File: config.mk
export PLATFORM = sky130hd
export DESIGN_NAME = sev_dispatch
export DESIGN_NICKNAME = d
export VERILOG_FILES = /design/src/rtl/sev_pkg.sv /design/src/rtl/sev_pend_bank.sv /design/src/rtl/sev_arbiter.sv /design/src/rtl/sev_vec_file.sv /design/src/rtl/sev_dispatch.sv
export SDC_FILE = /design/constraint.sdc
export NUM_CORES = 2
export LEC_CHECK = 0
export BUFFER_PORTS_ARGS = -buffer_cell sky130_fd_sc_hd__buf_2
export CAP_MARGIN = 20
export CORE_ASPECT_RATIO = 0.8
export CORE_MARGIN = 2
export CORE_UTILIZATION = 55
export CTS_BUF_LIST = sky130_fd_sc_hd__clkbuf_16
export DETAILED_ROUTE_END_ITERATION = 16
export PLACE_DENSITY_LB_ADDON = 0.08
export REMOVE_ABC_BUFFERS = 1
export SYNTH_ARGS = -nofsm -noshare
export SYNTH_HDL_FRONTEND = slang
export SYNTH_SLANG_ARGS = --single-unit
File: constraint.sdc
create_clock -name clk -period 60.4 [get_ports clk]
set_input_delay 12.08 -clock clk [delete_from_list [all_inputs] [get_ports clk]]
set_output_delay 12.08 -clock clk [all_outputs]
set_load 0.02 [all_outputs]
File: src/rtl/sev_pkg.sv
package sev_pkg;
  typedef enum logic [1:0] {
    EV_RST = 2'd0,
    EV_EXC = 2'd1,
    EV_NMI = 2'd2,
    EV_INT = 2'd3
  } ev_kind_t;

  localparam int A_SET  = 0;
  localparam int A_PEND = 1;
  localparam int A_CLR  = 2;
  localparam int A_MASK = 3;
  localparam int A_LVL0 = 4;
  localparam int A_EXCV = 8;
  localparam int A_VEC0 = 32;
endpackage

File: src/rtl/sev_pend_bank.sv
module sev_pend_bank
  import sev_pkg::*;
#(
  parameter int NSRC    = 32,
  parameter int LVL_W   = 4,
  parameter int NMI_IDX = 0,
  parameter int CW      = 6,
  parameter int DW      = 32,
  localparam int IW     = $clog2(NSRC),
  localparam int NLW    = (NSRC * LVL_W) / DW
) (
  input  logic                   clk,
  input  logic                   rst_n,
  input  logic [NSRC-1:0]        irq_lines,
  input  logic                   nmi_line,
  input  logic                   cfg_we,
  input  logic [CW-1:0]          cfg_addr,
  input  logic [DW-1:0]          cfg_wdata,
  input  logic                   take_clr,
  input  logic [IW-1:0]          take_idx,
  output logic [NSRC-1:0]        pend_q,
  output logic [NSRC-1:0]        mask_q,
  output logic [NLW*DW-1:0]      lvl_q
);
  logic [NSRC-1:0] sw_set, sw_clr, ev_clr, set_now, clr_now;
  logic [DW-1:0]   lvl_words [NLW];

  always_comb begin
    sw_set  = (cfg_we && cfg_addr == CW'(A_SET)) ? cfg_wdata[NSRC-1:0] : '0;
    sw_clr  = (cfg_we && cfg_addr == CW'(A_CLR)) ? cfg_wdata[NSRC-1:0] : '0;
    ev_clr  = take_clr ? (NSRC'(1) << take_idx) : '0;
    set_now = irq_lines | sw_set | (nmi_line ? (NSRC'(1) << NMI_IDX) : '0);
    clr_now = sw_clr | ev_clr;
  end

  always_ff @(posedge clk) begin
    if (!rst_n) begin
      pend_q <= '0;
      mask_q <= '0;
      for (int w = 0; w < NLW; w++) lvl_words[w] <= '0;
    end else begin
      pend_q <= (pend_q & ~clr_now) | set_now;
      if (cfg_we && cfg_addr == CW'(A_MASK)) mask_q <= cfg_wdata[NSRC-1:0];
      for (int w = 0; w < NLW; w++)
        if (cfg_we && cfg_addr == CW'(A_LVL0 + w)) lvl_words[w] <= cfg_wdata;
    end
  end

  for (genvar g = 0; g < NLW; g++) begin : g_flat
    assign lvl_q[g*DW +: DW] = lvl_words[g];
  end

  // the taken source is gone next cycle unless something set it again
  p_take_clears_r10: assert property (@(posedge clk) disable iff (!rst_n)
    (take_clr && !irq_lines[take_idx] && !(nmi_line && take_idx == IW'(NMI_IDX))
     && !(cfg_we && cfg_addr == CW'(A_SET)))
    |=> !pend_q[$past(take_idx)]);

  // a clear write never drops a bit whose write-data bit was zero
  p_zero_clear_r6: assert property (@(posedge clk) disable iff (!rst_n)
    (cfg_we && cfg_addr == CW'(A_CLR) && !take_clr)
    |=> ((($past(pend_q) & ~$past(cfg_wdata[NSRC-1:0])) & ~pend_q) == '0));

  // a line seen at an edge leaves its pending bit set
  p_line_sets_r5: assert property (@(posedge clk) disable iff (!rst_n)
    (irq_lines != '0) |=> ((pend_q & $past(irq_lines)) == $past(irq_lines)));
endmodule

File: src/rtl/sev_arbiter.sv
module sev_arbiter #(
  parameter int NSRC    = 32,
  parameter int LVL_W   = 4,
  parameter int NMI_IDX = 0,
  localparam int IW     = $clog2(NSRC)
) (
  input  logic [NSRC-1:0]       pend,
  input  logic [NSRC-1:0]       mask,
  input  logic [NSRC*LVL_W-1:0] lvl_flat,
  output logic                  nmi_hit,
  output logic                  irq_hit,
  output logic [IW-1:0]         irq_idx
);
  logic [NSRC-1:0]  elig;
  logic [LVL_W-1:0] best;

  function automatic logic [LVL_W-1:0] lvl_at(input logic [NSRC*LVL_W-1:0] f, input int i);
    return f[i*LVL_W +: LVL_W];
  endfunction

  assign nmi_hit = pend[NMI_IDX];
  assign elig    = pend & mask & ~(NSRC'(1) << NMI_IDX);

  // scan from the top index down; ">=" lets the lower index win a tie
  always_comb begin
    irq_hit = 1'b0;
    irq_idx = '0;
    best    = '0;
    for (int i = NSRC - 1; i >= 0; i--) begin
      if (elig[i] && (!irq_hit || lvl_at(lvl_flat, i) >= best)) begin
        irq_hit = 1'b1;
        irq_idx = IW'(i);
        best    = lvl_at(lvl_flat, i);
      end
    end
  end

  always_comb begin
    if (irq_hit) begin
      p_grant_unmasked_r7: assert (pend[irq_idx] && mask[irq_idx] && irq_idx != IW'(NMI_IDX));
      for (int j = 0; j < NSRC; j++) begin
        if (pend[j] && mask[j] && j != NMI_IDX)
          p_no_better_r8: assert (lvl_at(lvl_flat, j) < lvl_at(lvl_flat, int'(irq_idx)) ||
                                  (lvl_at(lvl_flat, j) == lvl_at(lvl_flat, int'(irq_idx)) &&
                                   j >= int'(irq_idx)));
      end
    end
  end
endmodule

File: src/rtl/sev_vec_file.sv
module sev_vec_file
  import sev_pkg::*;
#(
  parameter int NSRC = 32,
  parameter int CW   = 6,
  parameter int DW   = 32,
  localparam int IW  = $clog2(NSRC)
) (
  input  logic          clk,
  input  logic          rst_n,
  input  logic          cfg_we,
  input  logic [CW-1:0] cfg_addr,
  input  logic [DW-1:0] cfg_wdata,
  input  logic [IW-1:0] sel_idx,
  input  logic [IW-1:0] rd_idx,
  output logic [DW-1:0] sel_vec,
  output logic [DW-1:0] rd_vec,
  output logic [DW-1:0] exc_q
);
  logic [DW-1:0] vec_q [NSRC];

  always_ff @(posedge clk) begin
    if (!rst_n) begin
      exc_q <= '0;
      for (int i = 0; i < NSRC; i++) vec_q[i] <= '0;
    end else if (cfg_we) begin
      if (cfg_addr == CW'(A_EXCV)) exc_q <= cfg_wdata;
      for (int i = 0; i < NSRC; i++)
        if (cfg_addr == CW'(A_VEC0 + i)) vec_q[i] <= cfg_wdata;
    end
  end

  assign sel_vec = vec_q[sel_idx];
  assign rd_vec  = vec_q[rd_idx];

  // the exception vector only moves on a write to its own address
  p_excv_hold_r4: assert property (@(posedge clk) disable iff (!rst_n)
    !(cfg_we && cfg_addr == CW'(A_EXCV)) |=> $stable(exc_q));
endmodule

File: src/rtl/sev_dispatch.sv
module sev_dispatch
  import sev_pkg::*;
#(
  parameter int          NSRC      = 32,
  parameter int          LVL_W     = 4,
  parameter int          NMI_IDX   = 0,
  parameter int          CW        = 6,
  parameter int          DW        = 32,
  parameter logic [31:0] DRAM_BASE = 32'h4000_0000,
  localparam int         IW        = $clog2(NSRC),
  localparam int         NLW       = (NSRC * LVL_W) / DW
) (
  input  logic            clk,
  input  logic            rst_n,
  input  logic            rst_req,
  input  logic            exc_req,
  input  logic            nmi_line,
  input  logic [NSRC-1:0] irq_lines,
  input  logic            int_jump_taken,
  input  logic            cfg_we,
  input  logic [CW-1:0]   cfg_addr,
  input  logic [DW-1:0]   cfg_wdata,
  output logic [DW-1:0]   cfg_rdata,
  output logic            take_evt,
  output logic [1:0]      evt_kind,
  output logic [DW-1:0]   evt_target,
  output logic [IW-1:0]   evt_id
);
  localparam logic [IW-1:0] NMI_ID = IW'(NMI_IDX);

  logic [NSRC-1:0]   pend_q, mask_q;
  logic [NLW*DW-1:0] lvl_q;
  logic              nmi_hit, irq_hit;
  logic [IW-1:0]     irq_idx, sel_idx, rd_idx;
  logic [DW-1:0]     sel_vec, rd_vec, exc_q;
  logic              take_nx, take_clr;
  ev_kind_t          kind_nx;
  logic [DW-1:0]     tgt_nx;
  logic [IW-1:0]     id_nx;

  assign sel_idx = nmi_hit ? NMI_ID : irq_idx;
  assign rd_idx  = IW'(cfg_addr - CW'(A_VEC0));

  sev_pend_bank #(.NSRC(NSRC), .LVL_W(LVL_W), .NMI_IDX(NMI_IDX), .CW(CW), .DW(DW)) u_bank (
    .clk(clk), .rst_n(rst_n), .irq_lines(irq_lines), .nmi_line(nmi_line),
    .cfg_we(cfg_we), .cfg_addr(cfg_addr), .cfg_wdata(cfg_wdata),
    .take_clr(take_clr), .take_idx(sel_idx),
    .pend_q(pend_q), .mask_q(mask_q), .lvl_q(lvl_q));

  sev_arbiter #(.NSRC(NSRC), .LVL_W(LVL_W), .NMI_IDX(NMI_IDX)) u_arb (
    .pend(pend_q), .mask(mask_q), .lvl_flat(lvl_q),
    .nmi_hit(nmi_hit), .irq_hit(irq_hit), .irq_idx(irq_idx));

  sev_vec_file #(.NSRC(NSRC), .CW(CW), .DW(DW)) u_vec (
    .clk(clk), .rst_n(rst_n), .cfg_we(cfg_we), .cfg_addr(cfg_addr), .cfg_wdata(cfg_wdata),
    .sel_idx(sel_idx), .rd_idx(rd_idx), .sel_vec(sel_vec), .rd_vec(rd_vec), .exc_q(exc_q));

  // class ranking: reset any time, the rest only on a taken interruptible jump
  always_comb begin
    take_nx  = 1'b0;
    take_clr = 1'b0;
    kind_nx  = EV_RST;
    tgt_nx   = DW'(DRAM_BASE);
    id_nx    = '0;
    if (rst_req) begin
      take_nx = 1'b1;
    end else if (int_jump_taken) begin
      if (exc_req) begin
        take_nx = 1'b1;
        kind_nx = EV_EXC;
        tgt_nx  = exc_q;
      end else if (nmi_hit || irq_hit) begin
        take_nx  = 1'b1;
        take_clr = 1'b1;
        kind_nx  = nmi_hit ? EV_NMI : EV_INT;
        tgt_nx   = sel_vec;
        id_nx    = sel_idx;
      end
    end
  end

  always_ff @(posedge clk) begin
    if (!rst_n) begin
      take_evt   <= 1'b0;
      evt_kind   <= EV_RST;
      evt_target <= '0;
      evt_id     <= '0;
    end else begin
      take_evt   <= take_nx;
      evt_kind   <= kind_nx;
      evt_target <= tgt_nx;
      evt_id     <= id_nx;
    end
  end

  always_comb begin
    cfg_rdata = '0;
    if (cfg_addr == CW'(A_PEND))      cfg_rdata = DW'(pend_q);
    else if (cfg_addr == CW'(A_MASK)) cfg_rdata = DW'(mask_q);
    else if (cfg_addr == CW'(A_EXCV)) cfg_rdata = exc_q;
    else if (cfg_addr >= CW'(A_VEC0)) cfg_rdata = rd_vec;
    else
      for (int w = 0; w < NLW; w++)
        if (cfg_addr == CW'(A_LVL0 + w)) cfg_rdata = lvl_q[w*DW +: DW];
  end

  p_reset_now_r1: assert property (@(posedge clk) disable iff (!rst_n)
    rst_req |=> (take_evt && evt_kind == EV_RST && evt_target == DW'(DRAM_BASE)));

  p_jump_gate_r2: assert property (@(posedge clk) disable iff (!rst_n)
    (!rst_req && !int_jump_taken) |=> !take_evt);

  p_exc_first_r3: assert property (@(posedge clk) disable iff (!rst_n)
    (int_jump_taken && exc_req && !rst_req) |=> (take_evt && evt_kind == EV_EXC));

  p_nmi_over_irq_r3: assert property (@(posedge clk) disable iff (!rst_n)
    (int_jump_taken && !exc_req && !rst_req && pend_q[NMI_IDX])
    |=> (take_evt && evt_kind == EV_NMI && evt_id == NMI_ID));
endmodule

==> out/metrics.cfg <==
[clock_network]
postCtsSetupBuffers=0
cts_resized=0
cts_tree=built
cts_hold_buf=0
cts_made_buffers=136
clock_latency_ns=0.81
cts_sinks=1288
htree_levels=4
ctsRootBufferMaster=clkbuf_16
path_clk_slew_ns=0.07
cts.path.max_buffers=3

[sta]
report.final.slew_viol_count=0
finalSetupTns_ns=0
tightest_slew_ns=1.26
finalCritPeriodShare_pct=88.3
max_freq_mhz=18.7
fin_skew_ns=0.0309
timing.hold.ws_ns=0.476
slew_headroom_pct=15.3
setup_violations=0
rsz0062_at_grt=false
hold_viol_final=0
finalCriticalPeriod_ns=53.36

[grt]
antenna_found_initial=21
grt_first_pass_wirelength_um=411000
grt_util_all_layers_pct=47.2
grt_start_max_net_pins=120
grt_pass1_vias=51750
grt_overflow=0

[drt]
drtIter0Drc=11148
dr.pass1.iters=7
ant_nets=0
drcViolationCount=0
wl_um=302000
dr_total_vias=56118
wl_per_cell_um=40.4
viasPerCell=7.51

[worst_setup_path]
arrival_ns=53.97
endpoint_kind=flip-flop
critPathMaxFanout=31
path_class=flip-flop to flip-flop
cp_slowest_cell=a21oi_1
cp_slowest_stage_delay_ns=0.88
cp-start-kind=flip-flop
crit_required_ns=61.01
crit_top_cell=ha_1

[yosys]
yosysTopAreaCell=edfxtp_1
synth_ff_type=edfxtp_1
synth-simple-area-share_pct=11.9
muxShareOfSynthArea_pct=14.0
syn_inst=5731
synth-compound-area-share_pct=13.5
yosysWarningCount=0
synth_xor_area_share_pct=0
synth_seq_cells=1288
synth_area_um2=67500
yosysTopAreaCellShare_pct=51.2
synth_cell_types=99
syn_area_per_cell_um2=11.8
synth_top_family_by_area=multiplexers
synth_edf_count=1152
async_flop_share_pct=0
synth-seq-area-share_pct=55.3
synth_fa_ha_area_share_pct=1.83
ys_top_cells_by_area=edfxtp_1 51%, mux4_2 11%, nor2_1 5.2%

[power]
peakVddDrop_mv=0.0285
pwr_density_cell_nw_per_um2=28.6
finalPower_w=0.00214
p_leak_nw=25.8

[status]
status=finished, final reports clean

[floorplanning]
die_w_um=396
die_h_um=317
dieArea_um2=126000
ios=149
core_um2=121000
rows=114
start_util_pct=55.6

[run]
cap_violations=0

[cells_and_area]
multi_input_area_um2=28400
final_cell_mix=1152 x edfxtp_1, 922 x nor2_1, 647 x nand2_1, 333 x mux4_2, 204 x a21oi_1
nFillCells=9609
seqCellArea_um2=37300
final_nets=5898
drive_above_1_share_pct=18.5
utilization_pct=61.5
design_area_um2=74600
layout_commonest_cell=edfxtp_1
area_growth_pct=10.5

[placement]
place_congestion=1.04
place_area_um2=70300
dp_hpwl_um=185000
port_buffers=148

[hold_path]
hp-class=flip-flop to flip-flop

## power by group
part	switching [W]	internal, W	total [W]
registers	0.0000387	0.00103	0.00107
clock network	0.000378	0.000449	0.000827
logic	0.000161	0.0000842	0.000245
## state kept, by name, summed over array words and instances (netlist names)
register          count
u_vec.exc_q          32
evt_id                5
take_evt              1
evt_kind              2
u_bank.pend_q        32
u_bank.lvl_words    128
evt_target           32
u_bank.mask_q        32
u_vec.vec_q        1024
## critical path, delay by kind of cell (launching register included)
family                     cells  cell delay [ns]
buffers and inverters         11             2.03
and+or+nand+nor               62            11.28
adders and majority gates     32             8.50
AOI/OAI and AO/OA            107            27.30
DFF                            1             0.51
muxes                          9             3.44
## kinds of logic after synthesis
group / Yosys count
AO/OA/AOI/OAI: 1302
adder cells (fa/ha/maj): 99
buffers and inverters: 586
flip-flops: 1288
multiplexers: 512
AND/OR/NAND/NOR: 1944
## cells in the mapped netlist, types with 77 or more instances
| master | number |
|---|---|
| a211oi_1 | 86 |
| a21boi_0 | 101 |
| a21oi_1 | 205 |
| a31oi_1 | 104 |
| buf_2 | 77 |
| clkbuf_1 | 320 |
| dfxtp_1 | 136 |
| edfxtp_1 | 1152 |
| ha_1 | 97 |
| inv_1 | 121 |
| mux2_2 | 103 |
| mux4_2 | 333 |
| nand2_1 | 677 |
| nand3_1 | 93 |
| nor2_1 | 927 |
| o21ai_0 | 208 |
| o221ai_1 | 97 |
| o22ai_1 | 91 |
## cell type report
cell class                      count  area share, %
Tap cell                         1624           2.72
Antenna cell                        8         0.0268
Clock inverter                    115           1.09
Clock buffer                      138           4.63
Sequential cell                  1288           50.0
Timing Repair Buffer              320           2.86
Multi-Input combinational cell   3857           38.1
Inverter                          121          0.608
## path summary, 6_finish.rpt
check | start | endpoint | slack [ns] | depth (start not counted)
max reg2reg | u_bank.pend_q[31] | evt_target[3] | 7.04 | 221
max | u_bank.pend_q[31] | evt_target[3] | 7.04 | 221
min reg2reg | u_bank.mask_q[0] | u_bank.mask_q[0] | 0.48 | 2
min | u_bank.mask_q[0] | u_bank.mask_q[0] | 0.48 | 2
## per-stage QoR
stage,worst slack (ns),cells
final,7.04,7471
after global routing,3.21,7466
after CTS,8.16,7459
after detailed placement,8.46,7206
after global placement,8.57,7204
after floorplan,10.72,5266
## routing by layer
metal  part of all wire [%]  vias to the layer above  global-route usage [%]
met2                     39                     5650                    61.3
met3                     18                     1101                    21.7
met4                    6.7                       33                    26.0
li1                       -                    21849                       -
met1                     36                    27485                    64.9
met5                   0.20                        -                    1.25
No activity file was read; power rests on OpenSTA's default activity.
